File: src/rtl/idle_gap_pkg.sv
package idle_gap_pkg;
  localparam int AREA_W = 3;
  localparam int FLD_W  = 2;
  localparam int CNT_W  = 2;

  typedef struct packed {
    logic              vld;
    logic [AREA_W-1:0] area;
    logic              wr;
  } acc_rec_t;

  // 00 and 01 both mean a single idle
  function automatic logic [CNT_W:0] fld_to_idles(input logic [FLD_W-1:0] f);
    case (f)
      2'b10:   fld_to_idles = 3'd2;
      2'b11:   fld_to_idles = 3'd3;
      default: fld_to_idles = 3'd1;
    endcase
  endfunction
endpackage

File: src/rtl/idle_cfg_regs.sv
module idle_cfg_regs #(
  parameter int          N_AREAS = 8,
  parameter int          FLD_W   = 2,
  parameter logic [7:0]  SUPPORT = 8'b0111_1101
) (
  input  logic                       clk_i,
  input  logic                       rst_ni,
  input  logic                       we_i,
  input  logic [N_AREAS*FLD_W-1:0]   wdata_i,
  output logic [N_AREAS*FLD_W-1:0]   fld_o
);
  for (genvar a = 0; a < N_AREAS; a++) begin : g_fld
    if (SUPPORT[a]) begin : g_on
      logic [FLD_W-1:0] fld_q;
      always_ff @(posedge clk_i or negedge rst_ni) begin
        if (!rst_ni)   fld_q <= '1;
        else if (we_i) fld_q <= wdata_i[a*FLD_W +: FLD_W];
      end
      assign fld_o[a*FLD_W +: FLD_W] = fld_q;
    end else begin : g_off
      assign fld_o[a*FLD_W +: FLD_W] = '0;
    end
  end
endmodule

File: src/rtl/idle_need_detect.sv
module idle_need_detect
  import idle_gap_pkg::*;
#(
  parameter int         N_AREAS = 8,
  parameter logic [7:0] SUPPORT = 8'b0111_1101
) (
  input  acc_rec_t                   prev_i,
  input  logic [AREA_W-1:0]          area_i,
  input  logic                       wr_i,
  input  logic [N_AREAS*FLD_W-1:0]   fld_i,
  output logic [CNT_W:0]             idles_o
);
  logic             switch_area;
  logic             rd_to_wr;
  logic [FLD_W-1:0] src_fld;

  assign switch_area = prev_i.area != area_i;
  assign rd_to_wr    = !prev_i.wr && wr_i;
  assign src_fld     = fld_i[prev_i.area*FLD_W +: FLD_W];

  always_comb begin
    idles_o = '0;
    if (prev_i.vld && SUPPORT[prev_i.area] && (switch_area || rd_to_wr))
      idles_o = fld_to_idles(src_fld);
  end
endmodule

File: src/rtl/idle_counter.sv
module idle_counter
  import idle_gap_pkg::*;
(
  input  logic             clk_i,
  input  logic             rst_ni,
  input  logic             load_i,
  input  logic [CNT_W-1:0] load_val_i,
  input  logic             grant_i,
  output logic             busy_o,
  output logic             served_o,
  output logic [CNT_W-1:0] cnt_o
);
  logic [CNT_W-1:0] cnt_q;
  logic             served_q;

  // served_q: idles for the pending request are already spent
  always_ff @(posedge clk_i or negedge rst_ni) begin
    if (!rst_ni) begin
      cnt_q    <= '0;
      served_q <= 1'b0;
    end else begin
      if (load_i)          cnt_q <= load_val_i;
      else if (cnt_q != 0) cnt_q <= cnt_q - 1'b1;
      if (load_i)          served_q <= 1'b1;
      else if (grant_i)    served_q <= 1'b0;
    end
  end

  assign busy_o   = cnt_q != 0;
  assign served_o = served_q;
  assign cnt_o    = cnt_q;
endmodule

File: src/rtl/bus_idle_gap.sv
module bus_idle_gap
  import idle_gap_pkg::*;
#(
  parameter logic [7:0] SUPPORT = 8'b0111_1101
) (
  input  logic                  clk_i,
  input  logic                  rst_ni,
  input  logic                  cfg_we_i,
  input  logic [15:0]           cfg_wdata_i,
  input  logic                  req_valid_i,
  input  logic [AREA_W-1:0]     req_area_i,
  input  logic                  req_write_i,
  output logic                  start_o,
  output logic                  idle_o
);
  localparam int N_AREAS = 1 << AREA_W;
  localparam int CFG_W   = N_AREAS * FLD_W;

  logic [CFG_W-1:0] fld;
  logic [CNT_W:0]   idles;
  logic             cnt_busy, served, load;
  logic [CNT_W-1:0] cnt_val;
  acc_rec_t         prev_q;

  idle_cfg_regs #(.N_AREAS(N_AREAS), .FLD_W(FLD_W), .SUPPORT(SUPPORT)) u_cfg (
    .clk_i   (clk_i),
    .rst_ni  (rst_ni),
    .we_i    (cfg_we_i),
    .wdata_i (cfg_wdata_i[CFG_W-1:0]),
    .fld_o   (fld)
  );

  idle_need_detect #(.N_AREAS(N_AREAS), .SUPPORT(SUPPORT)) u_need (
    .prev_i  (prev_q),
    .area_i  (req_area_i),
    .wr_i    (req_write_i),
    .fld_i   (fld),
    .idles_o (idles)
  );

  assign load    = req_valid_i && !cnt_busy && !served && (idles != 0);
  assign start_o = req_valid_i && !cnt_busy && (served || idles == 0);
  assign idle_o  = load || cnt_busy;

  idle_counter u_cnt (
    .clk_i      (clk_i),
    .rst_ni     (rst_ni),
    .load_i     (load),
    .load_val_i (CNT_W'(idles - 1'b1)),
    .grant_i    (start_o),
    .busy_o     (cnt_busy),
    .served_o   (served),
    .cnt_o      (cnt_val)
  );

  always_ff @(posedge clk_i or negedge rst_ni) begin
    if (!rst_ni)      prev_q <= '0;
    else if (start_o) prev_q <= '{vld: 1'b1, area: req_area_i, wr: req_write_i};
  end
endmodule

File: config.mk
export PLATFORM = sky130hd
export DESIGN_NAME = bus_idle_gap
export DESIGN_NICKNAME = d
export VERILOG_FILES = /design/src/rtl/idle_gap_pkg.sv /design/src/rtl/idle_cfg_regs.sv /design/src/rtl/idle_need_detect.sv /design/src/rtl/idle_counter.sv /design/src/rtl/bus_idle_gap.sv
export SDC_FILE = /design/constraint.sdc
export NUM_CORES = 1
export LEC_CHECK = 0
export ABC_AREA = 1
export BUFFER_PORTS_ARGS = -buffer_cell sky130_fd_sc_hd__buf_2
export CORE_UTILIZATION = 45
export DETAILED_ROUTE_END_ITERATION = 6
export PLACE_DENSITY = 0.79
export SKIP_LAST_GASP = 1
export SYNTH_ARGS = -nofsm -noshare
export SYNTH_HDL_FRONTEND = slang
export SYNTH_SLANG_ARGS = --single-unit
export TNS_END_PERCENT = 100
File: constraint.sdc
create_clock -name clk_i -period 2.5 [get_ports clk_i]
set_clock_uncertainty 0.1 [all_clocks]
set_input_delay 0.125 -clock clk_i [delete_from_list [all_inputs] [get_ports clk_i]]
set_output_delay 0.125 -clock clk_i [all_outputs]
set_load 0.02 [all_outputs]
* Yosys cells after proc, flatten, opt, wreduce, memory -nomap -nowiden
Memories as Yosys holds them, arrays and structs flattened.
Cells that the tools add are included.
** Word-level totals
- Output and inout bits :: 2
- Memories :: 1
- RAM bits :: 0
- ROM bits :: 8
- Bits in latches :: 0
- Word-level logic and storage cells :: 44
- Flip-flop bits (word level) :: 20
** Cells by class
- Reductions and logical operators :: 18
- Multiplexer cells :: 7
- Add/sub/neg operators :: 2
- Equality and inequality tests :: 3
- Bitwise logic cells :: 0
- $mul :: 0
- Shift operators :: 1
- Order comparisons :: 1
- Div/mod/pow operators :: 0
** Memory list
- (name not given) :: words 8, width 1, rd ports 1, clocked after memory_dff 0, write ports 0, RTL line idle_need_detect.sv:23 : if (prev_i.vld && SUPPORT[prev_i.area] && (switch_area || rd_to_wr))
** Operators with widths (number)
- variable part select 16 x 5 -> 2 bit :: 1
- logical AND 1 bit :: 7
- two-way mux 2 bit :: 3
- nonzero test 2 bit :: 3
- == test 2 bit (second input constant) :: 2
- < comparator 3 x 4 -> 1 bit (second input constant) :: 1
- case mux 2 bit (2 select lines) :: 1
- subtractor 2 x 1 -> 2 bit (second input constant) :: 2
- logical NOT 1 bit :: 3
- logical NOT 3 bit :: 1
- logical OR 1 bit :: 3
- two-way mux 1 bit :: 3
- != test 3 bit :: 1
- nonzero test 3 bit :: 1

* Logic depth before layout (Yosys ltp)
- Depth after elaboration :: 10
- Mapped depth :: 10

* Cells and area by module
Synthesis repeated with hierarchy kept, for this count alone.
** Second synthesis, totals
- Cells, all modules :: 188
- Area, all modules :: 1283.7 um^2
** Modules (own cells, without submodules)
- idle_cfg_regs :: cells each 56, instances 1, area an instance 506.7 um^2
- idle_need_detect :: cells each 79, instances 1, area an instance 356.6 um^2
- bus_idle_gap :: cells each 33, instances 1, area an instance 266.5 um^2
- idle_counter :: cells each 20, instances 1, area an instance 153.9 um^2

* Worst setup path after synthesis
Ideal clock, no wire load.
- Path type :: flip-flop to flip-flop
- Start point :: register prev_q[1] in the netlist's numbering
- End point :: register u_cnt.cnt_q[0], in the netlist u_cnt.cnt_o[0]
- Path slack :: 1.030 ns
- Required time :: 2.327 ns
- Path buffers :: 1
- Clock period less this slack :: 1.470 ns
- Arrival :: 1.297 ns
- Stages on the path, launching flop included :: 9
- Setup time :: 0.073 ns
- Cells stage by stage :: dfrtp_1 > buf_6 > nand2_1 > nand2_1 > a21oi_4 > nand3_1 > nand2_1 > inv_1 > a21oi_2
** On the way
- Word-level cells in the longest chain between the ends :: 8
- Elaborated cells between the ends (all ways) :: 16
- Classes of those cells :: add/sub: 1; eq/ne: 3; shift: 1; mux: 4; reduce/logical: 6; memory: 1
** RTL lines
- start: declaration :: RTL line bus_idle_gap.sv:23 : acc_rec_t prev_q;
- start signal: assignment :: RTL line bus_idle_gap.sv:58 : else if (start_o) prev_q <= '{vld: 1'b1, area: req_area_i, wr: req_write_i};
- parallel branches: the longest is 4 deep, another holds variable part select 16 x 5 -> 2 bit
- two-way mux 2 bit * :: RTL line idle_need_detect.sv:23
- parallel branches: the longest is 3 deep, another holds subtractor 2 x 1 -> 2 bit
- end signal: assignment :: RTL line idle_counter.sv:22 : if (load_i) cnt_q <= load_val_i;
- end signal: assignment :: RTL line idle_counter.sv:23 : else if (cnt_q != 0) cnt_q <= cnt_q - 1'b1;
- end: declaration :: RTL line idle_counter.sv:13 : logic [CNT_W-1:0] cnt_q;
Mark *: on every way between the ends. The select of a mux whose other input is x is not followed.
A chain may end at the register's enable or synchronous reset.

* Worst setup path after layout
- Start point :: register prev_q[1] in the netlist's numbering
- End point :: output port start_o
** On the way
- Word-level cells in the longest chain between the ends :: 8
- Elaborated cells between the ends (all ways) :: 14
- Classes of those cells :: eq/ne: 3; shift: 1; mux: 3; reduce/logical: 6; memory: 1
** RTL lines
- parallel branches: the longest is 4 deep, another holds variable part select 16 x 5 -> 2 bit
- two-way mux 2 bit * :: RTL line idle_need_detect.sv:23
- logical NOT 3 bit * :: RTL line bus_idle_gap.sv:42 : assign start_o = req_valid_i && !cnt_busy && (served || idles == 0);
- logical OR 1 bit * :: RTL line bus_idle_gap.sv:42
- logical AND 1 bit * :: RTL line bus_idle_gap.sv:42
- end: declaration :: RTL line bus_idle_gap.sv:13 : output logic start_o,
Marked as above.

==> metrics.log <==
[metrics] Seq/Total Area, Yosys: 0.498
[metrics] final hold viol count: 0
[metrics] Leak: 0.000648 µW
[metrics] width of the die: 50.0 µm
[metrics] data arrival at the endpoint of the critical path: 1.83 ns
[metrics] async set-or-reset flop fraction in the synthesized netlist: 1.00
[metrics] Synth Area in XOR/XNOR: 0
[metrics] cell area power density: 865 nW/µm²
[metrics] count of antenna diodes in the layout: 0
[metrics] setup repair after global routing missed its margin: no
[metrics] Layout Nets: 179
[metrics] top cells by count, synth: sky130_fd_sc_hd__nand2_1, sky130_fd_sc_hd__inv_1, sky130_fd_sc_hd__dfstp_2
[metrics] number of placement rows: 17
[metrics] area share of the largest cell type after synthesis: 0.304
[metrics] most frequent cell after synthesis: sky130_fd_sc_hd__nand2_1
[metrics] number of buffers added for setup after CTS: 0
[metrics] worst voltage drop across the vdd grid: 0.594 mV
[metrics] Final Max Tran Viols: 0
[metrics] number of antenna violations at the first check in global routing: 0
[metrics] Port Buf Inserts: 21
[metrics] global placer's final weighted congestion: 0.786
[metrics] first-pass GRT wire length: 3590 µm
[metrics] Metal-1 WL: 887 µm
[metrics] area of the die: 2500 µm²
[metrics] main combinational cell family by area after synthesis: simple AND/OR/NAND/NOR gates
[metrics] Fillers: 197
[metrics] detailed-routed wire length on met2: 923 µm
[metrics] remaining routing DRC violations: 0
[metrics] placement-stage worst setup slack: 0.794 ns
[metrics] slowest cell delay on critical path: 0.54 ns
[metrics] detailed placer's ending HPWL: 1350 µm
[metrics] mapped cell area: 1040 µm²
[metrics] Period minus WS final: 2.05 ns
[metrics] cell with the most instances on the worst path: sky130_fd_sc_hd__nand2_1
[metrics] critical path data required time: 2.28 ns
[metrics] element type at the critical path end: output port
[metrics] DP Area: 1160 µm²
[metrics] Longest Clk Path Bufs: 2
[metrics] number of synthesized flops with an enable pin: 0
[metrics] max frequency: 488 MHz
[metrics] startpoint type of the worst setup path: register
[metrics] top cell family by delay on the critical path: flip-flops
[metrics] number of register bits inferred by synthesis: 20
[metrics] height of the die: 50.0 µm
[metrics] ratio of final minimum period to clock period: 0.820
[metrics] Fin Setup TNS: 0 ns
[metrics] number of antenna-violating nets in the routed design: 0
[metrics] share of layout cells above drive strength 1: 0.370
[metrics] total length of routed wires: 1890 µm
[metrics] final routed wire length divided by cell count: 10.4 µm
[metrics] critical path type: register to output port
[metrics] htree depth: 1
[metrics] Post-CTS Resized: 0
[metrics] Slew @ Worst Pin: 0.420 ns
[metrics] yosys synthesis warning count: 0
[metrics] setup slack after layout: 0.450 ns
[metrics] count of pins on the block boundary: 26
[metrics] Syn-to-layout area delta: 31.5%
[metrics] mean post-synth cell area: 9.01 µm²
[metrics] Clock Sinks: 20
[metrics] maximum number of pins on one net before global-route repair: 21
[metrics] syn nets: 139
[metrics] synthesized instance count: 115
[metrics] top cell type by total area after synthesis: sky130_fd_sc_hd__dfstp_2
[metrics] complex-gate fraction of the synthesized area: 0.115
[metrics] met3 layer wire length in the routed design: 38 µm
[metrics] number of global-route vias before repair: 856
[metrics] core region area: 2190 µm²
[metrics] adder and majority cell fraction of the synthesized area: 0
[metrics] per-cell via count in the routed design: 4.70
[metrics] top flip-flop cell by instance count after synthesis: sky130_fd_sc_hd__dfstp_2
[metrics] CP max FO: 11
[metrics] Worst-path clk slew: 0.11 ns
[metrics] post-synthesis mux area share: 0.0978
[metrics] total instance count after detailed placement: 161
[metrics] setup-violating endpoint count in the final report: 0
[metrics] gr usage total: 0.190
[metrics] total number of vias: 855
[metrics] CTS tree: yes
[metrics] final standard cell count with taps included and fillers excluded: 182
[metrics] buffer type at the clock tree root: sky130_fd_sc_hd__clkbuf_4
[metrics] global-route congestion overflow total: 0
[metrics] worst rel slew slack: 0.720
[metrics] maximum capacitance violations: 0
[metrics] Netlist cell types: 22
[metrics] effective utilization at floorplan: 0.473
[metrics] number of CTS-inserted buffers: 3
[metrics] number of buffer and inverter stages on the critical path: 2
[metrics] DRC violation total after the first TritonRoute iteration: 13
[metrics] Pre-Repair DR Iteration Count: 4
[metrics] path type of the worst min-delay path: primary input to register
[metrics] post-route cell area: 1360 µm²
[metrics] critical-path cell with the highest stage delay: sky130_fd_sc_hd__dfrtp_1
[metrics] run status: complete, no violations
[metrics] Clk Latency, worst-skew pair: 0.31 ns
[metrics] simple-gate share of the synthesized area: 0.216
[metrics] Max Used Layer: met4
[metrics] final core area utilization: 0.622
[metrics] list of cells traversed by the critical path: inv_1 -> nand2_1 -> nand2_1 -> nor2_2 -> nand2_2 -> a21oi_4 -> buf_2
[metrics] main area contributors after synthesis: sky130_fd_sc_hd__dfstp_2, sky130_fd_sc_hd__dfrtp_1, sky130_fd_sc_hd__nand2_1
-- repair_timing --
action | CTS | global route
endpoints found under the setup margin | 0 | 0
hold buffers | 17 | 0
endpoints found under the hold margin | 36 | 0
-- worst min-delay path, stage by stage --
cell and delay, ns:
sky130_fd_sc_hd__buf_2 0.19, sky130_fd_sc_hd__nand2_1 0.08, sky130_fd_sc_hd__o21ai_0 0.07
-- state kept, by name, summed over array words and instances, names as in the netlist --
name	flops
u_cnt.cnt_o	2
u_cfg.g_fld.g_on.fld_q	12
prev_q	5
u_cnt.served_o	1
-- report_power, final --
group          internal, µW  total (µW)  switching (µW)
Sequential              406         470            64.5
Combinational           198         518             320
Clock                  89.0         190             101
Total                   693        1180             486
-- kinds of logic after synthesis --
| logic type | Yosys count |
|---|---|
| AND/OR/NAND/NOR | 51 |
| AO/OA/AOI/OAI | 17 |
| flip-flops | 20 |
| buffers and inverters | 18 |
| multiplexers | 9 |
-- placed cells by master, fill, tap and decap left out, drive strengths merged --
| cell type | Yosys | final |
|---|---|---|
| nand2 | 34 | 34 |
| o211ai | 3 | 3 |
| buf | 2 | 21 |
| nor2 | 10 | 10 |
| or2 | 1 | 1 |
| o21ai | 10 | 10 |
| dfrtp | 8 | 8 |
| dfstp | 12 | 12 |
| clkbuf | 1 | 4 |
| nand3 | 2 | 2 |
| nand4 | 4 | 4 |
| inv | 15 | 15 |
| mux2 | 9 | 9 |
| a21oi | 4 | 4 |
| dlygate4sd3 | 0 | 17 |
-- area by class of cell --
class	instances	area, µm²	area share
sequential	20	515	0.378
tap	28	35.0	0.0257
inverter	15	56.3	0.0413
multi-input combinational	77	444	0.326
clock buffer	4	36.3	0.0266
timing repair buffer	38	275	0.202
-- through the flow --
stage               power (µW)  hold WS, ns
finish                    1180       0.0624
global route              1290        0.104
CTS                       1190       0.0631
detailed placement         974     -0.00951
global placement           963      -0.0168
floorplan                  881       -0.271
-- final timing paths --
check                                              from                      endpoint  slack (ns)  cells after the start
min in group asynchronous                        rst_ni                u_cnt.served_o        0.17                      2
max in group asynchronous                        rst_ni  u_cfg.g_fld[4].g_on.fld_q[1]        1.80                      2
max reg2reg                                   prev_q[1]                     prev_q[3]        0.88                      8
min                                            cfg_we_i  u_cfg.g_fld[3].g_on.fld_q[1]        0.06                      3
max                                           prev_q[1]                       start_o        0.45                      7
min reg2reg                u_cfg.g_fld[3].g_on.fld_q[0]  u_cfg.g_fld[3].g_on.fld_q[0]        0.39                      2
-- per-layer routing --
metal / up-vias / global-route usage
li1: 448 / -
met1: 388 / 0.238
met2: 15 / 0.320
met3: 4 / 0.0185
met4: 0 / 0.100
met5: - / 0
(Power assumes the default switching activity.)
